[src/rtl/pwr_pkg.sv]
`timescale 1ns/1ps
package pwr_pkg;
  localparam int SFR_W    = 8;
  localparam int POS_IDL  = 0;
  localparam int POS_PD   = 1;
  localparam int POS_GFLO = 2;
  localparam int POS_GFHI = 3;
  localparam int POS_SMOD = 7;

  typedef enum logic [1:0] {
    MODE_RUN   = 2'd0,
    MODE_IDLE  = 2'd1,
    MODE_PDOWN = 2'd2
  } pmode_e;

  typedef struct packed {
    logic       smod;
    logic [1:0] gf;
    logic       pd;
    logic       idl;
  } pctl_t;

  function automatic logic [SFR_W-1:0] pctl_view(pctl_t c);
    logic [SFR_W-1:0] v;
    v = '0;
    v[POS_IDL]          = c.idl;
    v[POS_PD]           = c.pd;
    v[POS_GFHI:POS_GFLO] = c.gf;
    v[POS_SMOD]         = c.smod;
    return v;
  endfunction
endpackage

[src/rtl/pwr_rst_qual.sv]
`timescale 1ns/1ps
module pwr_rst_qual #(
  parameter int RST_CYCLES = 24
) (
  input  logic clk_i,
  input  logic rst_req_i,
  output logic core_rst_o
);
  localparam int CW = $clog2(RST_CYCLES + 1);
  localparam logic [CW-1:0] LIMIT = CW'(RST_CYCLES);

  logic [CW-1:0] run_q;

  // Consecutive-high counter; any low level restarts it at once.
  always_ff @(posedge clk_i or negedge rst_req_i) begin
    if (!rst_req_i)        run_q <= '0;
    else if (run_q != LIMIT) run_q <= run_q + 1'b1;
  end

  assign core_rst_o = rst_req_i && (run_q == LIMIT);
endmodule

[src/rtl/pwr_ctrl_reg.sv]
`timescale 1ns/1ps
module pwr_ctrl_reg
  import pwr_pkg::*;
#(
  parameter int              ADDR_W   = 8,
  parameter logic [ADDR_W-1:0] SFR_ADDR = 8'h87
) (
  input  logic              clk_i,
  input  logic              core_rst_i,
  input  logic [ADDR_W-1:0] addr_i,
  input  logic              we_i,
  input  logic [SFR_W-1:0]  wdata_i,
  input  logic              irq_pend_i,
  output pctl_t             ctl_o,
  output logic [SFR_W-1:0]  rdata_o
);
  pctl_t ctl_q, ctl_d;
  logic  hit, halted;

  assign hit    = we_i && (addr_i == SFR_ADDR);
  assign halted = ctl_q.idl || ctl_q.pd;

  always_comb begin
    ctl_d = ctl_q;
    if (hit && !halted) begin
      ctl_d.smod = wdata_i[POS_SMOD];
      ctl_d.gf   = wdata_i[POS_GFHI:POS_GFLO];
      ctl_d.pd   = wdata_i[POS_PD];
      // power-down wins: idle is not kept when both are written
      ctl_d.idl  = wdata_i[POS_IDL] && !wdata_i[POS_PD];
    end else if (ctl_q.idl && !ctl_q.pd && irq_pend_i) begin
      ctl_d.idl = 1'b0;
    end
  end

  always_ff @(posedge clk_i) begin
    if (core_rst_i) ctl_q <= '0;
    else            ctl_q <= ctl_d;
  end

  assign ctl_o   = ctl_q;
  assign rdata_o = (addr_i == SFR_ADDR) ? pctl_view(ctl_q) : '0;
endmodule

[src/rtl/pwr_clk_gate.sv]
`timescale 1ns/1ps
module pwr_clk_gate
  import pwr_pkg::*;
(
  input  pctl_t ctl_i,
  input  logic  rst_req_i,
  output logic  cpu_en_o,
  output logic  per_en_o,
  output logic  osc_en_o
);
  pmode_e mode;

  always_comb begin
    if (ctl_i.pd)       mode = MODE_PDOWN;
    else if (ctl_i.idl) mode = MODE_IDLE;
    else                mode = MODE_RUN;
  end

  always_comb begin
    cpu_en_o = 1'b1;
    per_en_o = 1'b1;
    osc_en_o = 1'b1;
    case (mode)
      MODE_IDLE:  cpu_en_o = 1'b0;
      MODE_PDOWN: begin
        cpu_en_o = 1'b0;
        per_en_o = 1'b0;
        osc_en_o = rst_req_i;
      end
      default: ;
    endcase
  end
endmodule

[src/rtl/pwr_mode_ctrl.sv]
`timescale 1ns/1ps
module pwr_mode_ctrl
  import pwr_pkg::*;
#(
  parameter int              ADDR_W     = 8,
  parameter logic [ADDR_W-1:0] SFR_ADDR   = 8'h87,
  parameter int              RST_CYCLES = 24
) (
  input  logic              clk_i,
  input  logic              rst_req_i,
  input  logic [ADDR_W-1:0] sfr_addr_i,
  input  logic              sfr_we_i,
  input  logic [SFR_W-1:0]  sfr_wdata_i,
  output logic [SFR_W-1:0]  sfr_rdata_o,
  input  logic              irq_pend_i,
  output logic              cpu_clk_en_o,
  output logic              per_clk_en_o,
  output logic              osc_en_o,
  output logic              baud_dbl_o,
  output logic [1:0]        gflag_o,
  output logic              core_rst_o
);
  pctl_t ctl;

  pwr_rst_qual #(.RST_CYCLES(RST_CYCLES)) u_qual (
    .clk_i(clk_i), .rst_req_i(rst_req_i), .core_rst_o(core_rst_o)
  );

  pwr_ctrl_reg #(.ADDR_W(ADDR_W), .SFR_ADDR(SFR_ADDR)) u_reg (
    .clk_i(clk_i), .core_rst_i(core_rst_o), .addr_i(sfr_addr_i),
    .we_i(sfr_we_i), .wdata_i(sfr_wdata_i), .irq_pend_i(irq_pend_i),
    .ctl_o(ctl), .rdata_o(sfr_rdata_o)
  );

  pwr_clk_gate u_gate (
    .ctl_i(ctl), .rst_req_i(rst_req_i),
    .cpu_en_o(cpu_clk_en_o), .per_en_o(per_clk_en_o), .osc_en_o(osc_en_o)
  );

  assign baud_dbl_o = ctl.smod;
  assign gflag_o    = ctl.gf;
endmodule

[config.mk]
export PLATFORM = sky130hd
export DESIGN_NAME = pwr_mode_ctrl
export DESIGN_NICKNAME = d
export VERILOG_FILES = /design/src/rtl/pwr_pkg.sv /design/src/rtl/pwr_rst_qual.sv /design/src/rtl/pwr_ctrl_reg.sv /design/src/rtl/pwr_clk_gate.sv /design/src/rtl/pwr_mode_ctrl.sv
export SDC_FILE = /design/constraint.sdc
export NUM_CORES = 1
export LEC_CHECK = 0
export BUFFER_PORTS_ARGS = -buffer_cell sky130_fd_sc_hd__buf_2
export CAP_MARGIN = 20
export CORE_MARGIN = 3
export CORE_UTILIZATION = 41
export CTS_BUF_LIST = sky130_fd_sc_hd__clkbuf_16
export DETAILED_ROUTE_END_ITERATION = 10
export PLACE_DENSITY = 0.76
export SLEW_MARGIN = 20
export SYNTH_ARGS = -nofsm -noshare
export SYNTH_HDL_FRONTEND = slang
export SYNTH_HIERARCHICAL = 1
export SYNTH_SLANG_ARGS = --single-unit
[constraint.sdc]
create_clock -name clk_i -period 2.2 [get_ports clk_i]
set_input_delay 0.44 -clock clk_i [delete_from_list [all_inputs] [get_ports clk_i]]
set_output_delay 0.44 -clock clk_i [all_outputs]
set_load 0.05 [all_outputs]
Yosys cells after proc, flatten, opt, wreduce, memory -nomap -nowiden

Cells that the tools add are included.

Memory bits (read-only): 0
Bits of input ports: 20
Memories: 0
Memory bits (writable): 0
Word-level logic and storage cells: 31
Output and inout port bits: 15
Bits in registers: 10
Latch bits: 0

Add/subtract/negate cells: 1
Magnitude comparators: 0
Bitwise gates (word level): 0
Divide/modulo/power cells: 0
Shifts and indexed selects: 0
Multipliers: 0
Multiplexer cells: 8
Reductions and logical operators: 12
Equality and inequality tests: 5

Operators by type and width:

| kind                  | number |
|---|---|
| $eq A8 B8 Y1 const B  | 1 |
| $mux W8               | 1 |
| $logic_and A1 B1 Y1   | 6 |
| $mux W1               | 6 |
| $add A5 B1 Y5 const B | 1 |
| $eq A5 B5 Y1 const B  | 1 |
| $ne A5 B5 Y1 const B  | 1 |
| $logic_not A1 Y1      | 3 |
| $eq A2 B1 Y1 const B  | 1 |
| $eq A2 B2 Y1 const B  | 1 |
| $mux W2               | 1 |
| $reduce_bool A2 Y1    | 1 |
| $reduce_or A2 Y1      | 1 |
| $logic_or A1 B1 Y1    | 1 |

Depth between registers and ports, before layout

Gate-level depths: netlist of the first run.

Word-level depth: 5
Gate-level depth with buffers: 7
Depth with buffers taken out: 7

Modules after synthesis

The synthesis of the first run kept the hierarchy.

By module, submodules not included:

| module       | cells each | area an instance (µm²) | times used |
|---|---|---|---|
| pwr_ctrl_reg | 35         | 329.1                  | 1 |
| pwr_rst_qual | 21         | 265.3                  | 1 |
| pwr_clk_gate | 3          | 13.8                   | 1 |

Least setup slack after synthesis of the first run

Ideal clock, no wire load.

Path kind: register to register
Start point: register u_qual.run_q[0]
End point: register u_reg.ctl_q (netlist bit u_reg/ctl_o[0])
Slack: -721 ps
Path buffers: 0
Data required time: 2083 ps
Stages on the path, launching flop included: 7
Data arrival time: 2804 ps
Cells stage by stage: dfrtp_1 inv_1 ha_1 nand3_1 nor3b_1 inv_1 a32o_1

Cells in the longest elaborated chain, start to end: 2

RTL lines:

| what                     | RTL line            | RTL |
|---|---|---|
| start: declaration       | pwr_rst_qual.sv:12  | `logic [CW-1:0] run_q;` |
| start signal: assignment | pwr_rst_qual.sv:17  | `else if (run_q != LIMIT) run_q <= run_q + 1'b1;` |
| $eq A5 B5 Y1             | pwr_rst_qual.sv:20  | `assign core_rst_o = rst_req_i && (run_q == LIMIT);` |
| $logic_and A1 B1 Y1      | pwr_rst_qual.sv:20  |  |
| named net core_rst_o     | pwr_mode_ctrl.sv:21 | `output logic core_rst_o` |
| end signal: assignment   | pwr_ctrl_reg.sv:38  | `else ctl_q <= ctl_d;` |
| end: declaration         | pwr_ctrl_reg.sv:17  | `pctl_t ctl_q, ctl_d;` |

The timed path passes the listed nets, and every way through them passes these cells.
A chain may end at the register's enable or synchronous reset.

Worst setup path in the final report of the first run

Start point: register u_qual.run_q[0]
End point: output port core_rst_o

Cells in the longest elaborated chain, start to end: 2

RTL lines:

| what                | RTL line |
|---|---|
| $eq A5 B5 Y1        | pwr_rst_qual.sv:20 |
| $logic_and A1 B1 Y1 | pwr_rst_qual.sv:20 |
| end: declaration    | pwr_mode_ctrl.sv:21 |

No other way between the ends.

==> results.json, run 1 <==
{
  "fin_skew_ns": 0.000415,
  "postCtsSetupBuffers": 0,
  "antenna_found_initial": 0,
  "rr_startpoint": "u_qual/run_q[0]$_DFFE_PN0P_",
  "hold_viol": 0,
  "cts_tree": "yes",
  "synth_edf_count": 0,
  "hold_buffers": 0,
  "row_count": 13,
  "die_x_um": 44.5,
  "clockBufferDepth": 2,
  "coreArea_mm2": 0.00135,
  "synth-async-reset-ratio": 0.500,
  "final_max_slew_viol_count": 0,
  "status": "finished clean",
  "synth_top_family_by_area": "simple AND/OR/NAND/NOR gates",
  "drt_iter0_drc": 5,
  "fp.dieArea_mm2": 0.00198,
  "ios": 35,
  "fill_cells": 128,
  "num_antenna_cells": 0,
  "synth_adder_area_share": 0.0412,
  "synth_xor_area_frac": 0.0432,
  "synth-seq-area-share": 0.370,
  "worst_slack_ns": 0.137,
  "vias": 482,
  "powerDensity_mw_per_mm2": 636,
  "synth.area.mux_share": 0.0741,
  "drt-pass1-iter-count": 5,
  "viasPerCell": 4.55,
  "synth_top_area_cell": "dfrtp_1",
  "post-place-ws_ns": 0.107,
  "portBuffers": 28,
  "wl_um": 1170,
  "syn_inst": 59,
  "dp.cells": 102,
  "synth-main-ff-cell": "dfxtp_1",
  "rsz0062_at_grt": "no",
  "drive_gt1_frac": 0.440,
  "grt_overflow_total": 0,
  "critPathLaunch": "u_qual/run_q[0]$_DFFE_PN0P_",
  "finalSetupViolations": 0,
  "cp-end-kind": "primary output",
  "syn_area_per_cell_um2": 10.3,
  "period_minus_slack_ns": 2.06,
  "grt_pass1_vias": 469,
  "syn-cell-area_um2": 608,
  "fin_tns_setup_ns": 0,
  "max_cap_viol_count": 0,
  "cp.required_ns": 1.76,
  "ys_seq_elements": 10,
  "power_leakage_nw": 0.417,
  "place_congestion": 0.681,
  "start_util": 0.450,
  "whs_ns": 0.0333,
  "insertion_delay_ns": 0.23,
  "final_cell_mix": "buf_2, nand2_1, dfrtp_1, dfxtp_1",
  "drc": 0,
  "grt.total_usage": 0.137,
  "area_growth_syn_to_layout_pct": 40.9,
  "dp_hpwl_um": 986,
  "worst_ep_arrival_time_ns": 1.62,
  "criticalPathCategory": "reg -> out",
  "final_nets": 114,
  "cts-buffers-inserted": 3,
  "cts-root-buf": "clkbuf_16",
  "synth-simple-area-share": 0.360,
  "netlist_top_cells_area": "dfrtp_1, dfxtp_1, mux2i_1, nand4bb_4, nand2_1",
  "crit_fanout": 4,
  "fin_cells": 106,
  "antenna_left": 0,
  "htreeDepth": 1,
  "peakVddDrop_mv": 0.567,
  "startpoint_type": "flip-flop",
  "cts.reportedPaths.clkPinSlew_ns": 0.04,
  "cts_resized": 0,
  "hp-class": "in -> async",
  "synth-compound-area-share": 0.0432,
  "synthDistinctLibCells": 26,
  "final_common_cell": "buf_2",
  "wl_per_cell_um": 11.1,
  "grt_pass1_wl_um": 1990,
  "synth_top_area_share": 0.206,
  "clock-sinks": 10,
  "synth_warnings": 6,
  "grt_max_degree": 9,
  "max_freq_ghz": 0.485,
  "die_h_um": 44.5,
  "finalCritPeriodShare": 0.938
}
[cell families (layout without fill, tap and decap cells)]
logic type,after synthesis,count (layout)
AOI/OAI and AO/OA,3,3
xor gates and xnor gates,3,3
adders and majority gates,2,2
buffers and inverters,7,37
DFF,10,10
muxes,4,4
other,1,3
and+or+nand+nor,29,29
[final cells by class]
cell class,count,area (µm²),area share
multi-input cells,44,369,0.431
flip-flops and latches,10,225,0.263
repair buffers,29,150,0.175
clock buffers,3,75.1,0.0876
well taps,15,18.8,0.0219
inverters,4,15.0,0.0175
clock inverters,1,3.75,0.00438
[synth_stat cells, types with 2 or more instances]
| library cell | count |
|---|---|
| and2_1 | 4 |
| buf_4 | 3 |
| dfrtp_1 | 5 |
| dfxtp_1 | 5 |
| ha_1 | 2 |
| inv_1 | 4 |
| mux2i_1 | 3 |
| nand2_1 | 7 |
| nand2b_1 | 2 |
| nand3_1 | 3 |
| nor2b_1 | 3 |
| nor3b_1 | 2 |
| xnor2_1 | 3 |
[state kept, by name, indices dropped and copies added (netlist names)]
register / cells
u_qual/run_q: 5
u_reg/ctl_o: 5
[worst max-delay path: stages, from the launching register on]
cell and delay [ns]:
dfrtp_1 0.39, inv_1 0.10, ha_1 0.22, nand3_1 0.16, nor3b_4 0.28, buf_4 0.24
[metal layers]
layer / track usage / part of all wire / up-vias
li1: - / - / 256
met1: 0.173 / 0.44 / 208
met2: 0.212 / 0.49 / 18
met3: 0.0610 / 0.069 / 0
met4: 0.0361 / 0 / 0
met5: 0 / 0 / -
[through the flow]
step	area [µm²]	util	power, mW
2_1_floorplan	627	-	0.221
3_3_place_gp	771	0.571	0.235
3_5_place_dp	771	0.571	0.236
4_1_cts	850	0.629	0.553
5_1_grt	857	0.635	0.574
6_report	857	0.635	0.545
[report_power, final]
group          internal [mW]  switching (mW)  leakage, nW
combinational         0.0199          0.0303        0.279
sequential             0.184       0.0000870       0.0997
clock                  0.237          0.0744       0.0385
total                  0.441           0.105        0.417
[final timing paths]
| check | end | cells past startpoint | slack (ns) |
|---|---|---|---|
| setup / recovery | core_rst_o | 5 | 0.14 |
| hold / removal | u_qual/run_q[3]$_DFFE_PN0P_ | 1 | 0.03 |
| setup reg to reg | u_reg/ctl_o[0]$_SDFFE_PP0P_ | 6 | 0.49 |
| hold reg to reg | u_reg/ctl_o[2]$_SDFFE_PP0P_ | 2 | 0.47 |
| max in group asynchronous | u_qual/run_q[4]$_DFFE_PN0P_ | 1 | 2.02 |
| min in group clk_i | u_reg/ctl_o[2]$_SDFFE_PP0P_ | 3 | 0.46 |
Power figures use the tool's default switching activity.
==> run 2: changes to the inputs <==
REMOVE_ABC_BUFFERS = 1   (was not set)
clock period = 1.94 ns   (was 2.2 ns; I/O delays follow)
==> run 2 against run 1 <==
Effect of this change: wire length grew 19%; first-iteration DRC count shrank 20%; utilization grew 3.6 points; hold slack gained 0.37 ns; clock-buffer cell count is the same; non-clock buffer count grew 5; via count grew 8.9%; sequential share of layout area shrank 1.4 points; critical path type unchanged; critical endpoint unchanged; largest cell class unchanged.
==> results.json, run 2 (synthesized netlist as in run 1, its figures left out) <==
{
  "power_uw": 641,
  "cts.reportedPaths.clkPinSlew_ns": 0.04,
  "start_util": 0.450,
  "worst_slack_ns": 0.0189,
  "insertion_delay_ns": 0.24,
  "wl_per_cell_um": 12.6,
  "min_to": "u_reg/ctl_o[4]$_SDFFE_PP0P_",
  "die_x_um": 44.5,
  "die_h_um": 44.5,
  "regToRegEndpoint": "u_reg/ctl_o[0]$_SDFFE_PP0P_",
  "clockBufferDepth": 2,
  "dp.cells": 106,
  "vias": 525,
  "worst_hold_path.num_cells": 3,
  "coreArea_mm2": 0.00135,
  "hp-start": "sfr_wdata_i[7]",
  "grt.total_usage": 0.162,
  "max_freq_ghz": 0.521,
  "worst_ep_arrival_time_ns": 1.53,
  "num_antenna_cells": 0,
  "final_max_slew_viol_count": 0,
  "max_cap_viol_count": 0,
  "cp.required_ns": 1.55,
  "finalSetupViolations": 0,
  "whs_ns": 0.400,
  "finalCritPeriodShare": 0.990,
  "status": "finished clean",
  "cp-end-kind": "primary output",
  "grt_pass1_wl_um": 2220,
  "hold_viol": 0,
  "peakVddDrop_mv": 0.618,
  "drt-pass1-iter-count": 4,
  "viasPerCell": 4.73,
  "row_count": 13,
  "portBuffers": 28,
  "final_nets": 119,
  "clock-sinks": 10,
  "rsz0062_at_grt": "yes",
  "cts_tree": "yes",
  "wl_um": 1400,
  "fin_tns_setup_ns": 0,
  "drc": 0,
  "ios": 35,
  "rr_startpoint": "u_qual/run_q[0]$_DFFE_PN0P_",
  "grt_pass1_vias": 501,
  "criticalPathCategory": "reg -> out",
  "hp-class": "in -> reg",
  "crit_fanout": 3,
  "place_congestion": 0.673,
  "final_common_cell": "buf_2",
  "fin_cells": 111,
  "dp_hpwl_um": 1050,
  "htreeDepth": 1,
  "post-place-ws_ns": 0.0362,
  "cts-root-buf": "clkbuf_16",
  "cts-buffers-inserted": 3,
  "worst-r2r-setup-slack_ns": 0.19,
  "grt_max_degree": 9,
  "area_growth_syn_to_layout_pct": 49.0,
  "antenna_left": 0,
  "startpoint_type": "flip-flop",
  "final_cell_mix": "buf_2, nand2_1, dfrtp_1, dfxtp_1, buf_4",
  "period_minus_slack_ns": 1.92,
  "powerDensity_mw_per_mm2": 708,
  "drt_iter0_drc": 4,
  "fill_cells": 119,
  "grt_overflow_total": 0,
  "fin_skew_ns": 0.00267,
  "drive_gt1_frac": 0.469,
  "fp.dieArea_mm2": 0.00198,
  "antenna_found_initial": 0,
  "reg2reg_depth": 7,
  "power_leakage_nw": 0.441
}
## run 2: worst max-delay path by stage
| stage | endpoint | startpoint | depth (start not counted) | slack, ns |
|---|---|---|---|---|
| 3_5_place_dp | sfr_rdata_o[0] | sfr_addr_i[3] | 6 | 0.04 |
| 3_3_place_gp | sfr_rdata_o[0] | sfr_addr_i[3] | 6 | 0.02 |
| 2_1_floorplan | u_reg/ctl_o[0]$_SDFFE_PP0P_ | u_qual/run_q[0]$_DFFE_PN0P_ | 6 | -0.98 |
| 6_report | core_rst_o | u_qual/run_q[0]$_DFFE_PN0P_ | 5 | 0.02 |
| 5_1_grt | core_rst_o | u_qual/run_q[0]$_DFFE_PN0P_ | 5 | -0.08 |
| 4_1_cts | core_rst_o | u_qual/run_q[0]$_DFFE_PN0P_ | 5 | 0.008 |
## run 2: cell type report
cell class / instances / area, µm² / area share
clock inverter: 1 / 3.75 / 0.00414
tap: 15 / 18.8 / 0.0207
clock buffer: 3 / 75.1 / 0.0829
sequential: 10 / 225 / 0.249
timing repair buffer: 34 / 196 / 0.217
inverter: 4 / 15.0 / 0.0166
multi-input combinational: 44 / 372 / 0.410
## run 2: timing repair
action / 4_1_cts / 5_1_grt
hold buffers: 1 / 0
endpoints found under the setup margin: 1 / 6
pin swaps: 1 / 0
gates resized for setup: 3 / 4
setup buffers: 0 / 0
hold endpoints to repair: 5 / 0
## run 2: layer usage
metal | global-route usage | vias to the layer above | share of wire
li1 | - | 266 | -
met1 | 0.172 | 238 | 0.39
met2 | 0.264 | 17 | 0.53
met3 | 0.0488 | 4 | 0.050
met4 | 0.127 | 0 | 0.025
met5 | 0 | - | 0
## run 2: worst max-delay path, stage by stage, from the launching register on
cell	delay (ns)
dfrtp_1	0.39
inv_1	0.10
ha_2	0.22
nand3_1	0.16
nor3b_4	0.24
buf_6	0.19
## run 2: power breakdown
group	total, mW	switching, mW	internal [mW]
Combinational	0.0636	0.0353	0.0282
Clock	0.369	0.0990	0.270
Sequential	0.208	0.000102	0.208
Total	0.641	0.134	0.507
## run 2: per-stage QoR
| stage | instance area (µm²) | util |
|---|---|---|
| after global routing | 906 | 0.671 |
| after global placement | 790 | 0.585 |
| after CTS | 890 | 0.659 |
| after floorplan | 593 | - |
| after detailed placement | 790 | 0.585 |
| final | 906 | 0.671 |
